<file path="src/rtl/gpio_guard_pkg.sv">
package gpio_guard_pkg;

    localparam int            ADDR_W     = 3;
    localparam int            DATA_W     = 32;
    localparam int            NCFG       = 4;
    localparam logic [31:0]   UNLOCK_KEY = 32'h4C4F434B;

    typedef enum logic [1:0] {
        PROT_DBG4 = 2'd0,
        PROT_HI   = 2'd1,
        PROT_LO   = 2'd2
    } prot_sel_e;

    typedef enum logic [ADDR_W-1:0] {
        A_ALTFN  = 3'd0,
        A_PULLUP = 3'd1,
        A_PULLDN = 3'd2,
        A_DIGEN  = 3'd3,
        A_LOCK   = 3'd4,
        A_COMMIT = 3'd5
    } reg_addr_e;

    typedef struct packed {
        logic                  we;
        logic [ADDR_W-1:0]     addr;
        logic [DATA_W-1:0]     data;
    } bus_wr_t;

    function automatic logic [31:0] prot_mask(prot_sel_e sel);
        case (sel)
            PROT_DBG4: return 32'h0000_000F;
            PROT_HI:   return 32'h0000_0080;
            PROT_LO:   return 32'h0000_0001;
            default:   return 32'h0000_0000;
        endcase
    endfunction

    // Alternate-function (index 0) and digital-enable (index 3) start with
    // the protected pins in their special function.
    function automatic logic [31:0] cfg_reset(int idx, prot_sel_e sel);
        if (idx == 0 || idx == 3) return prot_mask(sel);
        return 32'h0;
    endfunction

    function automatic logic [31:0] merge_bits(logic [31:0] old_v,
                                               logic [31:0] new_v,
                                               logic [31:0] mask);
        return (old_v & ~mask) | (new_v & mask);
    endfunction

endpackage

</file>
<file path="src/rtl/gpio_lock_ctrl.sv">
module gpio_lock_ctrl
    import gpio_guard_pkg::*;
(
    input  logic              clk,
    input  logic              rst,
    input  logic              wr_lock,
    input  logic [DATA_W-1:0] wdata,
    output logic              unlocked_o
);
    logic key_match;

    always_comb key_match = (wdata == UNLOCK_KEY);

    always_ff @(posedge clk) begin
        if (rst)          unlocked_o <= 1'b0;
        else if (wr_lock) unlocked_o <= key_match;
    end
endmodule

</file>
<file path="src/rtl/gpio_commit_reg.sv">
module gpio_commit_reg #(
    parameter int PINS = 8
) (
    input  logic            clk,
    input  logic            rst,
    input  logic            wr_commit,
    input  logic            unlocked,
    input  logic [PINS-1:0] wdata,
    output logic [PINS-1:0] commit_o
);
    logic load;

    always_comb load = wr_commit && unlocked;

    always_ff @(posedge clk) begin
        if (rst)       commit_o <= '0;
        else if (load) commit_o <= wdata;
    end
endmodule

</file>
<file path="src/rtl/gpio_cfg_reg.sv">
module gpio_cfg_reg
    import gpio_guard_pkg::*;
#(
    parameter int              PINS    = 8,
    parameter logic [PINS-1:0] RST_VAL = '0
) (
    input  logic            clk,
    input  logic            rst,
    input  logic            wr_en,
    input  logic [PINS-1:0] wdata,
    input  logic [PINS-1:0] wr_mask,
    output logic [PINS-1:0] q
);
    logic [31:0] merged;

    always_comb merged = merge_bits(32'(q), 32'(wdata), 32'(wr_mask));

    always_ff @(posedge clk) begin
        if (rst)        q <= RST_VAL;
        else if (wr_en) q <= merged[PINS-1:0];
    end
endmodule

</file>
<file path="src/rtl/gpio_cfg_guard.sv">
module gpio_cfg_guard
    import gpio_guard_pkg::*;
#(
    parameter int        PINS = 8,
    parameter prot_sel_e PROT = PROT_DBG4
) (
    input  logic              clk,
    input  logic              rst,
    input  logic [ADDR_W-1:0] addr,
    input  logic              we,
    input  logic [DATA_W-1:0] wdata,
    output logic [DATA_W-1:0] rdata,
    output logic [PINS-1:0]   altfn_o,
    output logic [PINS-1:0]   pullup_o,
    output logic [PINS-1:0]   pulldn_o,
    output logic [PINS-1:0]   digen_o
);
    localparam logic [31:0]     PMASK32 = prot_mask(PROT);
    localparam logic [PINS-1:0] PMASK   = PMASK32[PINS-1:0];

    bus_wr_t                    bus;
    logic                       unlocked;
    logic [PINS-1:0]            commit_q;
    logic [PINS-1:0]            wr_mask;
    logic [NCFG-1:0][PINS-1:0]  cfg_q;

    always_comb begin
        bus.we   = we;
        bus.addr = addr;
        bus.data = wdata;
    end

    // A protected bit opens only with the lock open and its commit bit set.
    always_comb wr_mask = ~PMASK | (commit_q & {PINS{unlocked}});

    gpio_lock_ctrl u_lock (
        .clk        (clk),
        .rst        (rst),
        .wr_lock    (bus.we && bus.addr == A_LOCK),
        .wdata      (bus.data),
        .unlocked_o (unlocked)
    );

    gpio_commit_reg #(.PINS(PINS)) u_commit (
        .clk       (clk),
        .rst       (rst),
        .wr_commit (bus.we && bus.addr == A_COMMIT),
        .unlocked  (unlocked),
        .wdata     (bus.data[PINS-1:0]),
        .commit_o  (commit_q)
    );

    for (genvar k = 0; k < NCFG; k++) begin : g_cfg
        localparam logic [31:0] RV32 = cfg_reset(k, PROT);
        gpio_cfg_reg #(
            .PINS    (PINS),
            .RST_VAL (RV32[PINS-1:0])
        ) u_cfg (
            .clk     (clk),
            .rst     (rst),
            .wr_en   (bus.we && bus.addr == ADDR_W'(k)),
            .wdata   (bus.data[PINS-1:0]),
            .wr_mask (wr_mask),
            .q       (cfg_q[k])
        );
    end

    always_comb begin
        rdata = '0;
        case (bus.addr)
            A_ALTFN, A_PULLUP, A_PULLDN, A_DIGEN:
                rdata[PINS-1:0] = cfg_q[bus.addr[1:0]];
            A_LOCK:   rdata[0]        = ~unlocked;
            A_COMMIT: rdata[PINS-1:0] = commit_q;
            default:  rdata = '0;
        endcase
    end

    assign altfn_o  = cfg_q[0];
    assign pullup_o = cfg_q[1];
    assign pulldn_o = cfg_q[2];
    assign digen_o  = cfg_q[3];
endmodule

</file>
<file path="config.mk">
export PLATFORM = sky130hd
export DESIGN_NAME = gpio_cfg_guard
export DESIGN_NICKNAME = d
export VERILOG_FILES = /design/src/rtl/gpio_guard_pkg.sv /design/src/rtl/gpio_lock_ctrl.sv /design/src/rtl/gpio_commit_reg.sv /design/src/rtl/gpio_cfg_reg.sv /design/src/rtl/gpio_cfg_guard.sv
export SDC_FILE = /design/constraint.sdc
export NUM_CORES = 1
export LEC_CHECK = 0
export BUFFER_PORTS_ARGS = -buffer_cell sky130_fd_sc_hd__buf_2
export CAP_MARGIN = 20
export CORE_UTILIZATION = 25
export DETAILED_ROUTE_END_ITERATION = 10
export PLACE_DENSITY_LB_ADDON = 0.12
export SYNTH_ARGS = -nofsm -noshare
export SYNTH_HDL_FRONTEND = slang
export SYNTH_SLANG_ARGS = --single-unit
</file>
<file path="constraint.sdc">
create_clock -name clk -period 1.4 [get_ports clk]
set_input_delay 0 -clock clk [delete_from_list [all_inputs] [get_ports clk]]
set_output_delay 0 -clock clk [all_outputs]
set_load 0.05 [all_outputs]
</file>
# --- Word-level counts from Yosys, hierarchy flattened ---
# Index checks and enable logic that the tools add are counted.
classes:
  n_eq_ne: 6
  n_reduce_logical: 9
  bitwise_logic: 12
  mux: 4
  magnitude_cmp: 1
op_table:
  columns: ["cell", "n"]
  rows:
  - ["8-bit AND", 5]
  - ["32-bit by 31-bit == test with 1-bit output, second input constant", 1]
  - ["8-bit OR", 4]
  - ["8-bit binary-select mux with 2-bit select", 1]
  - ["7-bit case mux with 2 select lines", 1]
  - ["8-bit 2-to-1 mux", 1]
  - ["8-bit inverter", 1]
  - ["1-bit logical AND", 7]
  - ["3-bit by 2-bit == test with 1-bit output, second input constant", 2]
  - ["3-bit == test, second input constant", 2]
  - ["4-bit AND", 1]
  - ["4-bit OR reduction", 1]
  - ["3-bit by 1-bit == test with 1-bit output, second input constant", 1]
  - ["3-bit logical NOT", 1]
  - ["2-bit by 3-bit < comparator with 1-bit output, second input constant", 1]
  - ["1-bit case mux with 3 select lines", 1]
  - ["1-bit inverter", 1]
totals:
  reg_bits: 41
  inputBits: 38
  elab_cells: 38
  output_inout_bits: 64

# --- Longest topological paths before layout ---
depth:
  depth_word: 4
  ltp_mapped: 7
  depth_no_buf: 4

# --- Modules after synthesis ---
# Synthesis repeated with hierarchy kept, for this count alone.
hier_totals:
  cells_unflattened: 267
  area_unflattened_um2: 2459.9
modules_own_cells:
  columns: ["module", "n_inst", "area_each_um2", "seq_area_each_um2", "cells_each"]
  rows:
  - ["gpio_cfg_reg (g_cfg[1].u_cfg ...)", 2, 346.6, 160.2, 35]
  - ["gpio_cfg_reg (g_cfg[0].u_cfg ...)", 2, 325.3, 160.2, 30]
  - ["gpio_cfg_guard", 1, 619.3, 0.0, 83]
  - ["gpio_commit_reg", 1, 366.6, 160.2, 37]
  - ["gpio_lock_ctrl", 1, 130.1, 20.0, 17]

# --- Worst setup path after synthesis ---
# OpenSTA, ideal clock, no wires.
synth_path:
  kind: "register to output"
  start: "register with a tool-made name"
  end: "output rdata[1]"
  arrival_ns: 2.072
  path_buffers: 0
  path_stages_with_launch: 4
  setup_slack_ns: -0.672
  required_time_ns: 1.400
  path_cell_list: "dfxtp_1 > mux4_2 > inv_1 > o21ai_0"
synth_lines:
  columns: ["element", "line_no", "source"]
  rows:
  - ["end, declared", "gpio_cfg_guard.sv:12", "output logic [DATA_W-1:0] rdata,"]

==> results.md <==
- The clock tree root buffer cell is clkbuf_8.
- The count of unresolved DRC violations after routing is 0.
- The maximum net fanout on the critical path is 2.
- After synthesis, the netlist uses 33 different library cells.
- The leakage power summed over all cells is 1.355 nW.
- For the finished layout, the period the worst path requires is 1395 ps.
- The cell total after placement is 438.
- The critical path start-end classification is flip-flop to output pin.
- During placement, the flow inserted port buffers numbering 77.
- The post-route core utilization is 0.3537.
- The largest area contributor in the synthesized netlist is dfxtp_1.
- The maximum level of the CTS H-tree is 2.
- The critical path goes through mux4_2 > inv_2 > o22ai_4 > buf_6.
- The maximum number of pins on one net before global-route repair is 42.
- For this run, the leading register cell type out of synthesis is dfxtp_1.
- Setup repair after global routing could not meet its margin everywhere.
- The first global-routing pass estimated 10,180 µm of wire.
- The via count of the first global-routing pass is 1,822.
- After synthesis the cells add up to 2221 µm².
- The weighted congestion reported at the end of routability-driven placement is 0.7302.
- The antenna diode instance count is 0.
- STA classifies the critical path startpoint as a flip-flop.
- Yosys attributes the largest share of cell area to dfxtp_1 37%, mux2i_1 11%, buf_4 8.5%.
- The worst-case IR drop observed on VDD is 0.3995 mV.
- The number of storage elements in the synthesis netlist is 41.
- Clock-pin slew was measured on the worst setup and hold paths at 80 ps.
- The later pin in the worst-skew pair is clocked with a latency of 300 ps.
- The net count of the finished layout is 389.
- The total global routing track utilization is 0.1530.
- The share of post-route cells with drive strength above 1 is 0.4943.
- The required time reported for the critical path endpoint is 1400 ps.
- The register-to-register setup slack is 180 ps.
- The number of buffers created by CTS is 5.
- The number of iterations in the first detailed-routing pass is 4.
- The final wirelength is 6781 µm.
- In this run the core area contains 34 standard-cell rows.
- Using the TritonRoute via totals, the vias-per-cell ratio works out to 4.476.
- The number of hold violations in the final report is 0.
- The number of max-capacitance violations reported is 0.
- The warning count from the yosys run is 0.
- For the worst setup path, the data arrival time is 1390 ps.
- The slowest stage of the critical path is the mux4_2 cell.
- Once layout is done, the placed cells without fillers occupy 3069 µm².
- Of the post-synthesis cell area, the dominant cell type holds 0.3696.
- No sink is reached through more buffers than the 2 on the longest clock path.
- The number of sinks on the clock net is 41.
- Of the available clock period, the critical path in the final layout requires 0.9963.
- The number of standard cells after synthesis is 251.
- The final number of setup-violating endpoints is 0.
- The starting density of the core is 0.2559.
- The number of antenna violations at the first check in global routing is 0.
- The flow ran to the end, and the final reports show no timing, DRC or antenna violations.
- The floorplan step set the die height to 96.25 µm.
- The synthesized design contains 0 enable-type register cells.
- The detailed router placed 2,059 vias in this run.
- The I/O pin count is 102.
- The ratio of total power to cell area is 849.0 nW/µm².
- The count of nets left with antenna violations once routing finished came out at 0.
- The area growth from synthesis to layout is 38.20%.
- The die outline width is 96.25 µm.
- After synthesis, the share of flip-flops with an asynchronous set or reset is 0.
- For this run, the register share of the synthesized area comes to 0.3696.
- The wire-length estimate of the detail-placed layout is 4929 µm.
- The average instance in the mapped netlist occupies 8.848 µm².
- The DRC violation total after the first TritonRoute iteration is 67.
- After detailed routing, the average wire length per cell comes to 14.74 µm.
- The worst hold slack is 1.959 ps.
- Timing would allow up to 717.0 MHz.
- The core outline area is 8678 µm².
- The instance area after placement is 2773 µm².
- TritonCTS built the clock tree.
- The final max-slew violation count is 0.
- STA classifies the critical path endpoint as an output pin.
- The type of the most critical hold path is primary input to flip-flop.
- The final cell count without fillers is 460.
- The remaining global-route overflow is 0.
- The full die area is 9264 µm².
- In this design, the stage delay of the slowest critical-path cell is 470 ps.
- The setup TNS after final layout is 0 ps.
- The setup skew after layout is 3.836 ps.
==> cell type report <==
cell class	count	area [µm²]
Clock buffer	7	96.34
Tap cell	108	135.1
Clock inverter	1	5.005
Multi-Input combinational cell	185	1234
Timing Repair Buffer	110	715.7
Fill cell	941	5609
Inverter	8	30.03
Sequential cell	41	853.3
==> Yosys cell counts, types with 2 or more instances <==
cell	n
nor2_2	4
buf_2	4
or4b_1	2
clkbuf_1	7
nor4_1	2
buf_6	2
nand2_1	27
dfxtp_1	41
buf_4	25
nand4_1	5
nor2_1	31
mux4_2	7
o21ai_0	15
and3_1	2
nand3_1	6
nand3b_1	9
nand4b_1	4
a21oi_1	9
o21ai_1	5
mux2i_1	24
inv_1	8
==> metal layers <==
| metal | vias up | wire length [µm] | track usage |
|---|---|---|---|
| met4 | 0 | 75 | 0.04478 |
| met5 | - | 0 | 0 |
| met1 | 963 | 3079 | 0.2106 |
| met3 | 8 | 345 | 0.03318 |
| met2 | 67 | 3280 | 0.2382 |
| li1 | 1021 | - | - |
==> worst paths after layout <==
path | start | to | cells after the start
hold / removal | wdata[12] | u_lock.unlocked_o$_SDFFE_PP0P_ | 4
hold reg to reg | g_cfg[1].u_cfg.q[4]$_SDFFE_PP0P_ | g_cfg[1].u_cfg.q[4]$_SDFFE_PP0P_ | 2
setup reg to reg | u_lock.unlocked_o$_SDFFE_PP0P_ | u_commit.commit_o[3]$_SDFFE_PP0P_ | 3
setup / recovery | flip-flop | rdata[0] | 4
==> repair_timing <==
item                                    CTS  global route
hold buffers                              3             0
setup buffers                             4             7
cloned                                    0             0
endpoints found under the setup margin    8             8
gates resized for setup                  27            25
endpoints found under the hold margin     3             0
==> power by group <==
part | internal [W] | switching, W
Clock | 0.000446 | 0.000436
Sequential | 0.00118 | 0.00000655
Combinational | 0.000172 | 0.000370
Total | 0.00179 | 0.000812
==> cells by family after synthesis <==
| family | after synthesis | synth area share |
|---|---|---|
| DFF | 41 | 0.3696 |
| AOI/OAI and AO/OA | 30 | 0.06817 |
| other | 1 | 0.001689 |
| muxes | 32 | 0.1910 |
| buffers and inverters | 48 | 0.1380 |
| and+or+nand+nor | 99 | 0.2315 |
==> stage by stage <==
stage	total power (W)	setup WS (ps)
after floorplan	0.001614	-34.62
after global placement	0.001723	61.03
after detailed placement	0.001722	13.69
after CTS	0.002629	-23.20
after global routing	0.002721	-36.42
final	0.002606	5.221
==> cells in the final DEF (no fill, tap or decap), types with 3 or more instances in the layout <==
cell type	instances
o21ai_2	6
o21ai_0	8
buf_6	8
nor2_2	4
clkbuf_8	7
nand4b_1	4
nand3_1	6
dfxtp_1	15
mux2i_1	24
nand2_1	27
mux4_2	8
conb_1	24
dfxtp_2	26
nor2_1	31
buf_2	69
dlygate4sd3_1	3
inv_2	8
nand3b_1	9
a21oi_1	8
nand4_1	5
buf_4	28
o21ai_1	5
==> critical path, delay by kind of cell (launching register included) <==
kind | cells | cell delay [ps]
compound gates | 1 | 60
buf+inv | 2 | 230
mux | 1 | 470
flops | 1 | 330
Note: power is estimated with default switching activity, not from simulation.
